### src/rtl/pwm_dual_edge.sv
module pwm_dual_edge #(
  parameter int DIV_W = 4,
  parameter int CNT_W = 8
) (
  input  logic             clk,
  input  logic             rst_n,
  input  logic             en,
  input  logic [DIV_W-1:0] div_hi,
  input  logic [DIV_W-1:0] div_lo,
  input  logic [CNT_W-1:0] period,
  input  logic [CNT_W-1:0] rise_pt,
  input  logic [CNT_W-1:0] fall_pt,
  output logic             pwm_o,
  output logic             cycle_start
);
  localparam int PRE_W = DIV_W + (1 << DIV_W);

  logic             run, strobe;
  logic [PRE_W-1:0] presc, lin_fac, div_last;
  logic [CNT_W-1:0] cnt, p_l, r_l, f_l;
  logic [DIV_W-1:0] hi_l, lo_l;
  logic             tick, wrap, window;

  assign lin_fac  = (lo_l == '0) ? PRE_W'(1) : PRE_W'({lo_l, 1'b0});
  assign div_last = (lin_fac << hi_l) - PRE_W'(1);
  assign tick     = (presc == div_last);
  assign wrap     = tick && (cnt == p_l);
  assign window   = ((cnt >= r_l) && (cnt < f_l)) ||
                    ((f_l == p_l) && (r_l < f_l) && (cnt == p_l));

  always_ff @(posedge clk or negedge rst_n) begin
    if (!rst_n) begin
      run <= 1'b0; strobe <= 1'b0; presc <= '0; cnt <= '0;
      p_l <= '0; r_l <= '0; f_l <= '0; hi_l <= '0; lo_l <= '0;
    end else if (!en) begin
      run <= 1'b0; strobe <= 1'b0; presc <= '0; cnt <= '0;
    end else if (!run || wrap) begin
      run <= 1'b1; strobe <= 1'b1; presc <= '0; cnt <= '0;
      p_l <= period; r_l <= rise_pt; f_l <= fall_pt;
      hi_l <= div_hi; lo_l <= div_lo;
    end else begin
      strobe <= 1'b0;
      if (tick) begin
        presc <= '0;
        cnt   <= cnt + CNT_W'(1);
      end else begin
        presc <= presc + PRE_W'(1);
      end
    end
  end

  assign pwm_o       = en & run & window;
  assign cycle_start = strobe;

  AST_COUNT_BOUND: assert property (@(posedge clk) disable iff (!rst_n)
    run |-> (cnt <= p_l));
  AST_START_STROBE: assert property (@(posedge clk) disable iff (!rst_n)
    $rose(run) |-> cycle_start);
  AST_HOLD_POINTS: assert property (@(posedge clk) disable iff (!rst_n)
    (run && !cycle_start) |-> ($stable(r_l) && $stable(f_l) && $stable(p_l)));
  AST_EQUAL_LOW: assert property (@(posedge clk) disable iff (!rst_n)
    (run && (r_l == f_l)) |-> !pwm_o);
  AST_DISABLED_QUIET: assert property (@(posedge clk) disable iff (!rst_n)
    !en |=> !cycle_start);
endmodule

### config.mk
export PLATFORM = sky130hd
export DESIGN_NAME = pwm_dual_edge
export DESIGN_NICKNAME = d
export VERILOG_FILES = /design/src/rtl/pwm_dual_edge.sv
export SDC_FILE = /design/constraint.sdc
export NUM_CORES = 1
export LEC_CHECK = 0
export ABC_AREA = 1
export BUFFER_PORTS_ARGS = -buffer_cell sky130_fd_sc_hd__buf_2
export CAP_MARGIN = 20
export CORE_ASPECT_RATIO = 0.8
export CORE_MARGIN = 2
export CORE_UTILIZATION = 40
export DETAILED_ROUTE_END_ITERATION = 12
export GPL_TIMING_DRIVEN = 0
export PLACE_DENSITY = 0.64
export SYNTH_ARGS = -nofsm -noshare
export SYNTH_HDL_FRONTEND = slang
export SYNTH_SLANG_ARGS = --single-unit
### constraint.sdc
create_clock -name clk -period 5.6 [get_ports clk]
set_clock_uncertainty 0.05 [all_clocks]
set_input_delay 0.84 -clock clk [delete_from_list [all_inputs] [get_ports clk]]
set_output_delay 0.84 -clock clk [all_outputs]
set_load 0.01 [all_outputs]
==> flow_summary_export.csv <==
group,metric,value,unit
clock_network,clk_pin_slew_worst_paths,0.06,ns
clock_network,cts_setup_buffers,0,
drt,vias_per_cell,4.726,
timing,hold_viol,0,
min_path,hp-class,"reg -> reg",
logic_synthesis,syn_nets,801,
clock_network,htree_levels,3,
cells_and_area,instances_no_fill,968,
timing,fmax,294.0,MHz
power,irDropWorstVdd,0.1900,mV
run,cap_violations,0,
power,pwr-share-seq,31.3,%
logic_synthesis,synthesis.area,5187,um^2
clock_network,clock_path_buffers,2,
global_routing,grt_max_degree,63,
timing,finalSetupViolCount,0,
cells_and_area,diodes,0,
setup_path,start_kind,"flop",
logic_synthesis,async_flop_share,100.0,%
run_status,status,"finished, final reports clean",
global_routing,antenna_found_initial,0,
setup_path,critPathKind,"reg -> out",
logic_synthesis,yosysSeqAreaShare,29.91,%
setup_path,reg2regPathDepth,22,
logic_synthesis,ys_ff_latch,62,
cells_and_area,area_growth,13.53,%
power,p_leak,0.003075,uW
global_routing,grt_overflow,0,
logic_synthesis,synthCells,741,
global_routing,grtUsageTotal,19.07,%
logic_synthesis,ys.flop_type,"dfrtp_1",
clock_network,numClockSinks,62,
global_routing,first_global_vias,4511,
clock_network,numCtsBuffers,9,
timing,slew_headroom,47.15,%
logic_synthesis,synth_edf_count,0,
cells_and_area,final_cell_mix,"nand2_1 (230), inv_1 (81), nor2_1 (73)",
setup_path,cp-end-kind,"output pin",
setup_path,cp_data_arrival_time,2.51,ns
die,ios,37,
clock_network,cts_root_buf,"clkbuf_16",
power,switching_share,37.22,%
cells_and_area,final_common_cell,"nand2_1",
timing,tns,0,ns
cells_and_area,drive_above_1_share,19.92,%
drt,vias,4575,
power,p_int,1027,uW
drt,wl_per_cell,12.58,um
min_path,worstHoldPathCells,1,
power,powerDensity,277.8,nW/um^2
timing,maxSlewViolCount,0,
placed_design,dpl.hpwl,9809,um
clock_network,ctsHoldBuffers,0,
logic_synthesis,synth_cell_types,45,
die,rows,37,
die,fp.dieH,105.9,um
clock_network,ctsResizeCount,0,
clock_network,clkLatencyLatePin,0.33,ns
drt,drt_iter0_markers,216,
drt,routed_wl,12170,um
clock_network,tritoncts,"built",
placed_design,numPortBuffers,36,
setup_path,worstPathRequired,4.71,ns
die,core_area,12780,um^2
power,pwr-share-clk,33.8,%
cells_and_area,nNetsFinal,848,
power,p_comb_share,34.9,%
die,die-area,13900,um^2
power,switchingPower,609.0,uW
die,die_w,131.3,um
timing,rsz0062_at_grt,"false",
die,start_util,40.60,%
drt,firstDrtPassIters,4,
placed_design,dp.cells,952,
logic_synthesis,yosys_warnings,0,
placed_design,place_congestion,0.9163,
drt,ant_nets,0,
global_routing,grt_pass1_wl,21380,um
logic_synthesis,syn_area_per_cell,7.001,um^2
drt,drc,0,
timing,fin_crit,3.401,ns
timing,period_share,60.74,%
setup_path,worstPathMaxFanout,5,
timing,worstMarginPinSlew,0.7928,ns
-- layer usage --
| layer | global-route usage, % | part of all wire, % | vias up |
|---|---|---|---|
| met4 | 7.298 | 2.1 | 0 |
| met2 | 29.21 | 41 | 92 |
| met1 | 27.23 | 53 | 2011 |
| met5 | 0 | 0 | - |
| li1 | - | - | 2454 |
| met3 | 2.742 | 4.2 | 18 |
-- worst max-delay path: stages (launching register included) --
cell      delay [ns]
dfrtp_1         0.44
inv_1           0.12
ha_1            0.30
o21ai_0         0.15
nand2_1         0.07
a21oi_1         0.13
o21bai_1        0.09
a21oi_1         0.16
o21bai_1        0.08
a21oi_1         0.13
nor2_1          0.05
o211ai_1        0.19
a21oi_1         0.12
buf_2           0.15
-- power by group through the flow --
stage                     Sequential [uW]  Combinational, uW  Clock (uW)
after floorplan                       510                450           0
after global placement                519                565           0
after detailed placement              520                571           0
final                                 512                571         552
after CTS                             512                573         563
after global routing                  517                656         586
-- layout make-up --
class | instances | area [um^2]
Buffer | 19 | 176.4
Clock inverter | 7 | 75.07
Multi-Input combinational cell | 567 | 3100
Tap cell | 175 | 219.0
Clock buffer | 9 | 225.2
Timing Repair Buffer | 36 | 182.7
Inverter | 93 | 359.1
Fill cell | 1348 | 6888
Sequential cell | 62 | 1551
-- stage by stage --
step | total power (uW) | worst slack [ns] | hold WS [ns] | utilization (%) | cell area [um^2]
final | 1636 | 2.199 | 0.4537 | 46.09 | 5889
after global placement | 1084 | 2.366 | 0.4204 | 43.72 | 5587
after global routing | 1760 | 1.959 | 0.4690 | 46.09 | 5889
after detailed placement | 1091 | 2.342 | 0.4451 | 43.74 | 5589
after floorplan | 959.6 | 2.969 | 0.4036 | - | 5187
after CTS | 1648 | 2.160 | 0.4532 | 46.09 | 5889
-- Yosys cell counts, types with 2 or more instances --
cell      count  share of area [%]
nand2_1     230                 17
inv_1        81                5.9
nor2_1       73                5.3
dfrtp_1      62                 30
nand3_1      48                4.6
nand2_2      38                4.6
ha_1         25                6.0
nand4_1      25                3.0
xor2_1       25                4.2
a21oi_1      13                1.3
nand3_2      12                2.3
inv_2         8               0.58
nor2_2        8               0.96
nor3_1        8               0.77
o21ai_0       8               0.77
buf_2         6               0.58
buf_6         5                1.1
nand2_4       5                1.1
o21bai_1      5               0.72
or2_2         5               0.60
o211ai_1      4               0.58
xnor2_1       4               0.68
buf_12        3                1.2
buf_4         3               0.43
nor2_4        3               0.65
nor2_8        3                1.2
nor4_1        3               0.36
o21ai_1       3               0.29
a21o_1        2               0.29
a31oi_1       2               0.24
and3_1        2               0.24
clkbuf_1      2               0.14
inv_4         2               0.24
nand4_2       2               0.48
nor3b_1       2               0.29
o21a_1        2               0.29
-- path summary, 6_finish.rpt --
kind                           from         to  slack, ns
max                          cnt[0]      pwm_o       2.20
min                        presc[0]   presc[0]       0.45
max reg2reg                 lo_l[3]     f_l[6]       2.35
min reg2reg                presc[0]   presc[0]       0.45
max in group asynchronous     rst_n  presc[11]       4.43
min in group asynchronous     rst_n     f_l[3]       0.54
-- flip-flops by register name, indices dropped and copies added (netlist names) --
register	cells
cnt	8
cycle_start	1
f_l	8
hi_l	4
lo_l	4
p_l	8
presc	20
r_l	8
run	1
-- cells by family (layout without fill, tap and decap cells) --
| kind of cell | Yosys count | in the layout | share of synthesized area (%) |
|---|---|---|---|
| and+or+nand+nor | 472 | 472 | 44.09 |
| buffers and inverters | 112 | 164 | 10.32 |
| DFF | 62 | 62 | 29.91 |
| AOI/OAI and AO/OA | 41 | 41 | 4.751 |
| xor gates and xnor gates | 29 | 29 | 4.896 |
| adders and majority gates | 25 | 25 | 6.030 |
Power figures use the tool's default switching activity.
